`config.mk`:
```
export PLATFORM = sky130hd
export DESIGN_NAME = agu_top
export DESIGN_NICKNAME = d
export VERILOG_FILES = /design/src/rtl/agu_pkg.sv /design/src/rtl/agu_ctrl.sv /design/src/rtl/agu_dp.sv /design/src/rtl/agu_top.sv
export SDC_FILE = /design/constraint.sdc
export NUM_CORES = 1
export LEC_CHECK = 0
export ABC_AREA = 1
export BUFFER_PORTS_ARGS = -buffer_cell sky130_fd_sc_hd__buf_2
export CAP_MARGIN = 20
export CORE_ASPECT_RATIO = 1.5
export CORE_MARGIN = 1.5
export CORE_UTILIZATION = 30
export DETAILED_ROUTE_END_ITERATION = 6
export GPL_TIMING_DRIVEN = 1
export HOLD_SLACK_MARGIN = 0.12
export PLACE_DENSITY = 0.62
export SYNTH_ARGS = -nofsm -noshare
export SYNTH_HDL_FRONTEND = slang
export SYNTH_SLANG_ARGS = --single-unit
export TNS_END_PERCENT = 20
```
`constraint.sdc`:
```
create_clock -name clk -period 3.8 [get_ports clk]
set_input_delay 0.76 -clock clk [delete_from_list [all_inputs] [get_ports clk]]
set_output_delay 0.76 -clock clk [all_outputs]
set_load 0.1 [all_outputs]
```
`src/rtl/agu_pkg.sv`:
```
package agu_pkg;

  typedef enum logic [1:0] {
    OFS_NONE   = 2'd0,
    OFS_IMM    = 2'd1,
    OFS_REG    = 2'd2,
    OFS_SCALED = 2'd3
  } offSrc_e;

  typedef enum logic [1:0] {
    IDX_OFFSET = 2'd0,
    IDX_PRE    = 2'd1,
    IDX_POST   = 2'd2,
    IDX_RSVD   = 2'd3
  } idxMode_e;

  // strobes from control to datapath
  typedef struct packed {
    logic capture;      // load the output registers this cycle
    logic selImm;       // offset is the zero-extended immediate
    logic selReg;       // offset is the raw index register
    logic selScaled;    // offset is the shifted index register
    logic subtract;     // base minus offset instead of base plus offset
    logic addrFromSum;  // memory address takes the sum, else the raw base
    logic baseFromSum;  // new base takes the sum, else the raw base
  } aguCtl_t;

endpackage

```
`src/rtl/agu_ctrl.sv`:
```
module agu_ctrl
  import agu_pkg::*;
(
  input  logic       clk,
  input  logic       rstN,
  input  logic       validIn,
  input  logic [1:0] offSrc,
  input  logic       upDown,
  input  logic [1:0] idxMode,
  output aguCtl_t    ctl,
  output logic       validOut,
  output logic       wbEn
);

  logic isPre;
  logic isPost;
  logic wantWb;

  always_comb begin
    isPre  = (idxMode == IDX_PRE);
    isPost = (idxMode == IDX_POST);
    wantWb = isPre | isPost;

    ctl.capture     = validIn;
    ctl.selImm      = (offSrc == OFS_IMM);
    ctl.selReg      = (offSrc == OFS_REG);
    ctl.selScaled   = (offSrc == OFS_SCALED);
    ctl.subtract    = ~upDown;
    // post-index presents the untouched base; reserved code acts as offset
    ctl.addrFromSum = ~isPost;
    ctl.baseFromSum = wantWb;
  end

  always_ff @(posedge clk) begin
    if (!rstN) begin
      validOut <= 1'b0;
      wbEn     <= 1'b0;
    end else begin
      validOut <= validIn;
      wbEn     <= validIn & wantWb;
    end
  end

endmodule

```
`src/rtl/agu_dp.sv`:
```
module agu_dp
  import agu_pkg::*;
#(
  parameter int ADDR_W = 32,
  parameter int IMM_W  = 12,
  localparam int SH_W  = $clog2(ADDR_W)
) (
  input  logic              clk,
  input  logic              rstN,
  input  aguCtl_t           ctl,
  input  logic [ADDR_W-1:0] baseIn,
  input  logic [IMM_W-1:0]  immIn,
  input  logic [ADDR_W-1:0] indexIn,
  input  logic [SH_W-1:0]   shiftAmt,
  output logic [ADDR_W-1:0] addrOut,
  output logic [ADDR_W-1:0] newBaseOut
);

  localparam int PAD_W = ADDR_W - IMM_W;

  logic [ADDR_W-1:0] immExt;
  logic [ADDR_W-1:0] scaledIdx;
  logic [ADDR_W-1:0] offset;
  logic [ADDR_W-1:0] sum;

  generate
    if (PAD_W > 0) begin : g_immPad
      assign immExt = {{PAD_W{1'b0}}, immIn};
    end else begin : g_immTrunc
      assign immExt = immIn[ADDR_W-1:0];
    end
  endgenerate

  // left shift, bits beyond the top are dropped
  assign scaledIdx = indexIn << shiftAmt;

  always_comb begin
    offset = '0;
    if (ctl.selImm)    offset = immExt;
    if (ctl.selReg)    offset = indexIn;
    if (ctl.selScaled) offset = scaledIdx;
  end

  assign sum = ctl.subtract ? (baseIn - offset) : (baseIn + offset);

  always_ff @(posedge clk) begin
    if (!rstN) begin
      addrOut    <= '0;
      newBaseOut <= '0;
    end else if (ctl.capture) begin
      addrOut    <= ctl.addrFromSum ? sum : baseIn;
      newBaseOut <= ctl.baseFromSum ? sum : baseIn;
    end
  end

endmodule

```
`src/rtl/agu_top.sv`:
```
module agu_top
  import agu_pkg::*;
#(
  parameter int ADDR_W = 32,
  parameter int IMM_W  = 12,
  localparam int SH_W  = $clog2(ADDR_W)
) (
  input  logic              clk,
  input  logic              rstN,
  input  logic              validIn,
  input  logic [ADDR_W-1:0] baseIn,
  input  logic [IMM_W-1:0]  immIn,
  input  logic [ADDR_W-1:0] indexIn,
  input  logic [SH_W-1:0]   shiftAmt,
  input  logic [1:0]        offSrc,
  input  logic              upDown,
  input  logic [1:0]        idxMode,
  output logic              validOut,
  output logic [ADDR_W-1:0] addrOut,
  output logic [ADDR_W-1:0] newBaseOut,
  output logic              wbEn
);

  aguCtl_t ctl;

  agu_ctrl ctrl_i (
    .clk      (clk),
    .rstN     (rstN),
    .validIn  (validIn),
    .offSrc   (offSrc),
    .upDown   (upDown),
    .idxMode  (idxMode),
    .ctl      (ctl),
    .validOut (validOut),
    .wbEn     (wbEn)
  );

  agu_dp #(
    .ADDR_W (ADDR_W),
    .IMM_W  (IMM_W)
  ) dp_i (
    .clk        (clk),
    .rstN       (rstN),
    .ctl        (ctl),
    .baseIn     (baseIn),
    .immIn      (immIn),
    .indexIn    (indexIn),
    .shiftAmt   (shiftAmt),
    .addrOut    (addrOut),
    .newBaseOut (newBaseOut)
  );

endmodule

```
==> results of run 1 <==
## layout by cell type (no fill, tap or decap), drive strengths merged, types with 40 or more instances in the layout
cell / netlist / layout
dfxtp: 66 / 66
buf: 30 / 457
nand2: 333 / 333
a21oi: 128 / 128
inv: 121 / 123
nand3: 264 / 264
nor2: 65 / 65
ha: 40 / 40
o211ai: 48 / 48
o21ai: 40 / 40
## critical path, delay by kind of cell
family,cells,cell delay [ns]
compound gates,6,0.96
xor+xnor,1,0.19
fa+ha+maj,1,0.27
buf+inv,7,0.59
simple gates,15,1.69
## sequential cells by signal (all words and copies together) (netlist names)
register	count
dp_i.addrOut	32
dp_i.newBaseOut	32
ctrl_i.validOut	1
ctrl_i.wbEn	1
## path summary, 6_finish.rpt
check	start	end	slack, ns	cells after the start
max reg2reg	dp_i.newBaseOut[30]$_SDFFE_PN0P_	dp_i.newBaseOut[30]$_SDFFE_PN0P_	3.13	2
min	dp_i.addrOut[17]$_SDFFE_PN0P_	dp_i.addrOut[17]$_SDFFE_PN0P_	0.46	2
min reg2reg	dp_i.addrOut[17]$_SDFFE_PN0P_	dp_i.addrOut[17]$_SDFFE_PN0P_	0.46	2
max	shiftAmt[0]	dp_i.newBaseOut[25]$_SDFFE_PN0P_	-0.40	30
## cells by family after synthesis
family,count (synthesis),share of synthesized area (%)
buf+inv,192,10.4
simple gates,690,40.4
xor+xnor,45,5.26
compound gates,248,19.4
flops,66,17.6
fa+ha+maj,41,6.95
## area by class of cell
type / count / area [sq um] / area share (%)
Multi-Input combinational cell: 1024 / 6620 / 53.2
Timing Repair Buffer: 458 / 3280 / 26.4
Sequential cell: 66 / 1320 / 10.6
Inverter: 121 / 469 / 3.78
Tap cell: 324 / 405 / 3.26
Clock buffer: 10 / 239 / 1.92
Clock inverter: 6 / 88.8 / 0.715
Timing Repair inverter: 1 / 3.75 / 0.0302
## what timing repair did
action                     4_1_cts  5_1_grt
buffers inserted                19       13
gates resized for setup        175      141
pin swaps                       70       69
setup endpoints to repair       51       48
cloned                           3        0
## power breakdown
part / leakage [nW] / total (mW) / internal [mW] / switching [mW]
sequential: 0.546 / 0.814 / 0.776 / 0.0386
combinational: 5.47 / 3.02 / 1.13 / 1.89
clock: 0.155 / 0.921 / 0.593 / 0.328
total: 6.17 / 4.76 / 2.50 / 2.26
## stage by stage
step | cells | instance area [sq um] | total power [mW]
floorplan | 1282 | 7630 | 2.50
global placement | 1958 | 10600 | 3.42
detailed placement | 1958 | 10600 | 3.43
CTS | 1996 | 11800 | 4.56
global route | 2010 | 12400 | 5.03
finish | 2010 | 12400 | 4.76
## routing by layer
metal | vias up | share of wire [%] | global-route usage [%]
li1 | 5163 | - | -
met4 | 0 | 4.3 | 11.8
met5 | - | 0 | 0
met3 | 79 | 2.6 | 1.41
met2 | 280 | 56 | 47.8
met1 | 4758 | 37 | 24.4
==> flow_metrics.tcl, run 1 <==
set metrics [dict create \
    status "finished, violations left" \
    violations "negative setup slack" \
    wirelength_mm 32.0 \
    timing.hold.ws_ns 0.459 \
    crit_type "input pin to flip-flop" \
    syn-num-nets 1412 \
    cp-end-kind "flip-flop" \
    ys_ff_latch 66 \
    cts_sinks 66 \
    hold_class "flip-flop to flip-flop" \
    coreArea_sq_um 24400 \
    setup_viol 39 \
    clock-root-buffer "clkbuf_16" \
    finalMaxSlewViolations 0 \
    drt-initial-drc-count 526 \
    clock.fmax_ghz 0.238 \
    synth_edf_count 0 \
    synth_area_leaders "dfxtp_1, nand3_1, nand2_1" \
    finalSetupTns_ns -7.85 \
    synth_flop_cell "dfxtp_1" \
    relSlewSlack_pct 37.2 \
    dieArea_sq_um 26000 \
    critPathLaunchType "input pin" \
    utilization_pct 50.9 \
    finalHoldViolations 0 \
    finalCritPeriodShare_pct 111 \
    yosys_warnings 0 \
    drc 0 \
    grt_max_degree 71 \
    seq_area_frac_synth_pct 17.6 \
    tightest_slew_ns 0.943 \
    start_util_pct 30.7 \
    insertion_delay_ns 0.35 \
    drtPass1Iterations 5 \
    irDropWorstVdd_uv 266 \
    nFillCells 2439 \
    synthArstFlopShare_pct 0 \
    post-dp-hpwl_mm 25.0 \
    grt_pass1_wl_mm 49.7 \
    dp_slack_ns -1.06 \
    p_per_area_nw_per_um2 383 \
    cts_made_buffers 9 \
    viasPerCell 5.11 \
    cts_tree "yes" \
    synth.most_common_cell "nand2_1" \
    post_drt_wl_per_cell_um 15.9 \
    rsz0062_at_grt "yes" \
    avgSynthCellArea_sq_um 5.84 \
    crit_arrival_ns 4.47 \
    slowest_delay_ns 0.28 \
    leakage_nw 6.17 \
    gp_congestion 0.928 \
    ant_nets 0 \
    drive_gt1_share_pct 44.2 \
    syn_inst 1282 \
    die_w_um 132 \
    num_antenna_cells 0 \
    cp_slowest_cell "or2_4" \
    io_buffers 154 \
    clk_path_buf_depth 2 \
    cts-htree-levels 3 \
    cp.required_ns 4.07 \
    finClkSkew_ns 0 \
    clkSlewWorstSetupHoldPaths_ns 0.06 \
    layout_min_cycle_time_ns 4.20 \
    antenna_found_initial 0 \
    synth_common_cells "nand2_1, nand3_1, a21oi_1, inv_1, dfxtp_1" \
    gr-usage-all-layers_pct 23.7 \
    cts_hold_buffers 0 \
    rows 70 \
    ios 155 \
    die_h_um 197 \
    synth_cell_type_count 39 \
    num-nets-final 1811 \
    setup_slack_ns -0.399 \
    grt_pass1_vias 10200 \
    critical_path.max_fanout 6 \
    grt.overflow.total 0 \
    crit_top_cell "nand3_2" \
    area_growth_pct 65.9 \
    num_vias 10300 \
    netlist.area_leader.share_pct 17.6 \
    yosysTopAreaCell "dfxtp_1" \
    cap_violations 0 \
    syn_area_sq_um 7490 \
]
Power figures use the tool's default switching activity.
==> run 2, diff against run 1 <==
--- a/config.mk
+++ b/config.mk
@@ -18,4 +18,3 @@
 export SYNTH_ARGS = -nofsm -noshare
 export SYNTH_HDL_FRONTEND = slang
 export SYNTH_SLANG_ARGS = --single-unit
-export TNS_END_PERCENT = 20
==> flow_metrics.tcl, run 2 (synthesized netlist as in run 1, its figures left out) <==
set metrics [dict create \
    grt.overflow.total 0 \
    antenna_found_initial 1 \
    gr-usage-all-layers_pct 24.1 \
    leakage_nw 6.43 \
    die_h_um 197 \
    cap_violations 0 \
    critical_path.max_fanout 6 \
    finalHoldViolations 0 \
    drive_gt1_share_pct 50.1 \
    post_drt_wl_per_cell_um 16.6 \
    clk_path_buf_depth 2 \
    rows 70 \
    drtPass1Iterations 7 \
    clkSlewWorstSetupHoldPaths_ns 0.05 \
    grt_pass1_vias 10300 \
    nFillCells 2281 \
    gp_congestion 0.928 \
    final_cell_mix "buf_4, nand2_1, nand3_1, buf_2, a21oi_1" \
    ios 155 \
    largestRegisters "dp_i.addrOut: 32 flops, dp_i.newBaseOut: 32 flops" \
    placedCellCount 1958 \
    clock.fmax_ghz 0.239 \
    coreArea_sq_um 24400 \
    status "finished, violations left" \
    num-nets-final 1831 \
    cp.required_ns 4.07 \
    hold_class "flip-flop to flip-flop" \
    post-dp-hpwl_mm 25.0 \
    multiInputGateArea_sq_um 7210 \
    layout_min_cycle_time_ns 4.18 \
    cts_sinks 66 \
    layout_commonest_cell "buf_4" \
    io_buffers 154 \
    dieArea_sq_um 26000 \
    tightest_slew_ns 0.916 \
    clock-root-buffer "clkbuf_16" \
    cts_tree "yes" \
    relSlewSlack_pct 38.9 \
    crit_top_cell "nor2_2" \
    cp_slowest_cell "ha_4" \
    wirelength_mm 33.6 \
    viasPerCell 5.21 \
    cts_hold_buffers 0 \
    cts_made_buffers 9 \
    finalCritPeriodShare_pct 110 \
    drt-initial-drc-count 541 \
    grt_max_degree 71 \
    setup_viol 33 \
    cp-end-kind "flip-flop" \
    rsz0062_at_grt "yes" \
    irDropWorstVdd_uv 270 \
    critPathLaunchType "input pin" \
    setup_slack_ns -0.380 \
    grt_pass1_wl_mm 50.5 \
    die_w_um 132 \
    num_vias 10600 \
    finalMaxSlewViolations 0 \
    crit_type "input pin to flip-flop" \
    crit_arrival_ns 4.45 \
    fin_cells 2031 \
    violations "negative setup slack" \
    insertion_delay_ns 0.35 \
    seqCellArea_sq_um 1320 \
    slowest_delay_ns 0.33 \
    p_per_area_nw_per_um2 381 \
    dp_slack_ns -1.06 \
    area_growth_pct 77.1 \
    ant_nets 0 \
    drc 0 \
    start_util_pct 30.7 \
    finClkSkew_ns 0 \
    cts-htree-levels 3 \
]
[run 2: changes by cell type in the layout (fill, tap and decap cells not counted), sizes merged]
| cell | previous run | this run |
|---|---|---|
| clkbuf | 10 | 12 |
| buf | 457 | 476 |
| bufbuf | 1 | 0 |
| diode | 0 | 1 |
[run 2: routing by layer]
layer  track usage, %  vias to the layer above  wire length [um]
met3             1.39                      109              1030
met4             13.4                        0              1890
met5                0                        -                 0
met2             48.1                      330             18400
li1                 -                     5210                 -
met1             24.6                     4928             12300
[run 2: final cells by class]
type	count	share of cell area (%)
sequential	66	9.96
timing repair inverter	1	0.0283
clock buffer	10	1.80
tap	324	3.05
clock inverter	6	0.669
timing repair buffer	478	26.5
antenna	1	0.0189
inverter	121	3.64
multi-input combinational	1024	54.4
[run 2: worst paths after layout]
check	start	end	slack, ns	cells past startpoint
min	dp_i.addrOut[17]$_SDFFE_PN0P_	dp_i.addrOut[17]$_SDFFE_PN0P_	0.46	2
max	shiftAmt[0]	dp_i.newBaseOut[22]$_SDFFE_PN0P_	-0.38	31
max reg2reg	dp_i.newBaseOut[30]$_SDFFE_PN0P_	dp_i.newBaseOut[30]$_SDFFE_PN0P_	3.13	2
min reg2reg	dp_i.addrOut[17]$_SDFFE_PN0P_	dp_i.addrOut[17]$_SDFFE_PN0P_	0.46	2
[run 2: metrics by stage]
stage | area [sq um] | utilization, % | setup TNS (ns) | power, mW | hold slack, ns
after detailed placement | 10600 | 43.2 | -41.16 | 3.43 | 0.453
after global placement | 10600 | 43.2 | -40.25 | 3.42 | 0.452
after floorplan | 7630 | - | -0.0264 | 2.50 | 0.898
after CTS | 12200 | 49.9 | -3.06 | 4.67 | 0.462
after global routing | 13300 | 54.3 | -16.06 | 5.32 | 0.476
final | 13300 | 54.3 | -7.02 | 5.06 | 0.459
[run 2: timing repair]
item / CTS / global route
cloned: 3 / 1
setup buffers: 30 / 22
setup endpoints to repair: 51 / 48
pin swaps: 87 / 122
resized for setup: 256 / 203
[run 2: worst max-delay path: cells and delay by family]
kind / cells / cell delay [ns]
buf+inv: 7 / 0.78
xor+xnor: 1 / 0.20
fa+ha+maj: 2 / 0.48
simple gates: 18 / 1.68
compound gates: 3 / 0.55
[run 2: power breakdown]
group	switching (mW)	internal, mW
Sequential	0.0391	0.776
Clock	0.332	0.593
Combinational	2.04	1.28
==> run 3, diff against run 2 <==
--- a/config.mk
+++ b/config.mk
@@ -15,6 +15,7 @@
 export GPL_TIMING_DRIVEN = 1
 export HOLD_SLACK_MARGIN = 0.12
 export PLACE_DENSITY = 0.62
+export SKIP_LAST_GASP = 1
 export SYNTH_ARGS = -nofsm -noshare
 export SYNTH_HDL_FRONTEND = slang
 export SYNTH_SLANG_ARGS = --single-unit
==> flow_metrics.tcl, run 3 (synthesized netlist as in run 1, its figures left out) <==
set metrics [dict create \
    hold_class "flip-flop to flip-flop" \
    wirelength_mm 32.6 \
    finalSetupTns_ns -5.02 \
    area_growth_pct 71.0 \
    dp_slack_ns -1.06 \
    met3_usage_pct 1.39 \
    clk_path_buf_depth 2 \
    finalMaxSlewViolations 0 \
    cts_made_buffers 9 \
    finalCritPeriodShare_pct 108 \
    gp_congestion 0.928 \
    ant_nets 0 \
    die_h_um 197 \
    final_cell_mix "buf_4, nand2_1, nand3_1, buf_2, a21oi_1" \
    busiest_layer "met2" \
    start_util_pct 30.7 \
    met2_usage_pct 47.8 \
    io_buffers 154 \
    nFillCells 2354 \
    setup_slack_ns -0.313 \
    dieArea_sq_um 26000 \
    cp_slowest_cell "or2_4" \
    setup_viol 31 \
    cap_violations 0 \
    crit_arrival_ns 4.38 \
    slowest_delay_ns 0.28 \
    tightest_slew_ns 0.925 \
    clock.fmax_ghz 0.243 \
    insertion_delay_ns 0.35 \
    status "finished, violations left" \
    finalPower_mw 4.88 \
    relSlewSlack_pct 38.4 \
    drt-initial-drc-count 482 \
    cts-htree-levels 3 \
    critPathLaunchType "input pin" \
    largestRegisters "dp_i.addrOut: 32 flops, dp_i.newBaseOut: 32 flops" \
    crit_type "input pin to flip-flop" \
    drc 0 \
    fin_cells 2016 \
    placed_area_sq_um 10600 \
    met1_usage_pct 24.7 \
    num_vias 10300 \
    antenna_found_initial 1 \
    post-dp-hpwl_mm 25.0 \
    cts_tree "yes" \
    layout_min_cycle_time_ns 4.11 \
    p_per_area_nw_per_um2 381 \
    post_drt_wl_per_cell_um 16.2 \
    num-nets-final 1816 \
    placedCellCount 1958 \
    layout_commonest_cell "buf_4" \
    grt.overflow.total 0 \
    cp-end-kind "flip-flop" \
    clkSlewWorstSetupHoldPaths_ns 0.06 \
    violations "negative setup slack" \
    critical_path.max_fanout 6 \
    leakage_nw 6.28 \
    die_w_um 132 \
    drive_gt1_share_pct 46.7 \
    crit_top_cell "nand3_2" \
    ios 155 \
    finClkSkew_ns 0 \
    gr-usage-all-layers_pct 24.1 \
    clock-root-buffer "clkbuf_16" \
    coreArea_sq_um 24400 \
    grt_max_degree 71 \
    rows 70 \
    grt_pass1_wl_mm 50.5 \
    viasPerCell 5.13 \
    cp.required_ns 4.07 \
    irDropWorstVdd_uv 263 \
    finalHoldViolations 0 \
    rsz0062_at_grt "yes" \
    cts_sinks 66 \
    stdcell_area_sq_um 12800 \
    grt_pass1_vias 10300 \
    drtPass1Iterations 6 \
]
## run 3: cell count changes in the layout (fill, tap and decap cells not counted), sizes merged
cell | previous run | this run
buf | 476 | 463
clkbuf | 12 | 10
## run 3: repair_timing
| action | in CTS | in global routing |
|---|---|---|
| pin swaps | 87 | 89 |
| buffers inserted | 30 | 11 |
| resized for setup | 250 | 135 |
| setup endpoints to repair | 51 | 48 |
| hold buffers | 0 | 0 |
| cloned | 3 | 0 |
## run 3: final timing paths
kind / start / end / slack [ns] / cells past startpoint
setup reg to reg: dp_i.newBaseOut[30]$_SDFFE_PN0P_ / dp_i.newBaseOut[30]$_SDFFE_PN0P_ / 3.13 / 2
hold / removal: dp_i.addrOut[17]$_SDFFE_PN0P_ / dp_i.addrOut[17]$_SDFFE_PN0P_ / 0.46 / 2
hold reg to reg: dp_i.addrOut[17]$_SDFFE_PN0P_ / dp_i.addrOut[17]$_SDFFE_PN0P_ / 0.46 / 2
setup / recovery: shiftAmt[0] / dp_i.newBaseOut[25]$_SDFFE_PN0P_ / -0.31 / 29
## run 3: area by class of cell
class / count / area, sq um / area share, %
antenna: 1 / 2.50 / 0.0195
sequential: 66 / 1320 / 10.3
multi-input combinational: 1024 / 6960 / 54.3
timing repair inverter: 1 / 3.75 / 0.0293
clock buffer: 10 / 239 / 1.87
tap: 324 / 405 / 3.16
timing repair buffer: 463 / 3330 / 26.0
inverter: 121 / 469 / 3.66
clock inverter: 6 / 88.8 / 0.693
## run 3: metrics by stage
stage	utilization (%)	hold slack, ns
after global placement	43.2	0.452
after detailed placement	43.2	0.453
after global routing	52.4	0.476
after floorplan	-	0.898
final	52.4	0.458
after CTS	49.8	0.462
## run 3: critical path: cells and delay by family
| family | cells | cell delay [ns] |
|---|---|---|
| adder cells (fa/ha/maj) | 1 | 0.27 |
| XOR/XNOR | 1 | 0.19 |
| AO/OA/AOI/OAI | 6 | 0.92 |
| AND/OR/NAND/NOR | 17 | 1.80 |
| buffers and inverters | 4 | 0.45 |
## run 3: report_power, final
part           internal (mW)  switching, mW
logic                   1.19           1.96
registers              0.776         0.0389
clock network          0.593          0.329
total                   2.56           2.32
## run 3: routing by layer
metal / part of all wire [%] / vias up
met5: 0 / -
met4: 5.4 / 0
met3: 2.8 / 91
met2: 55 / 267
met1: 37 / 4812
li1: - / 5170
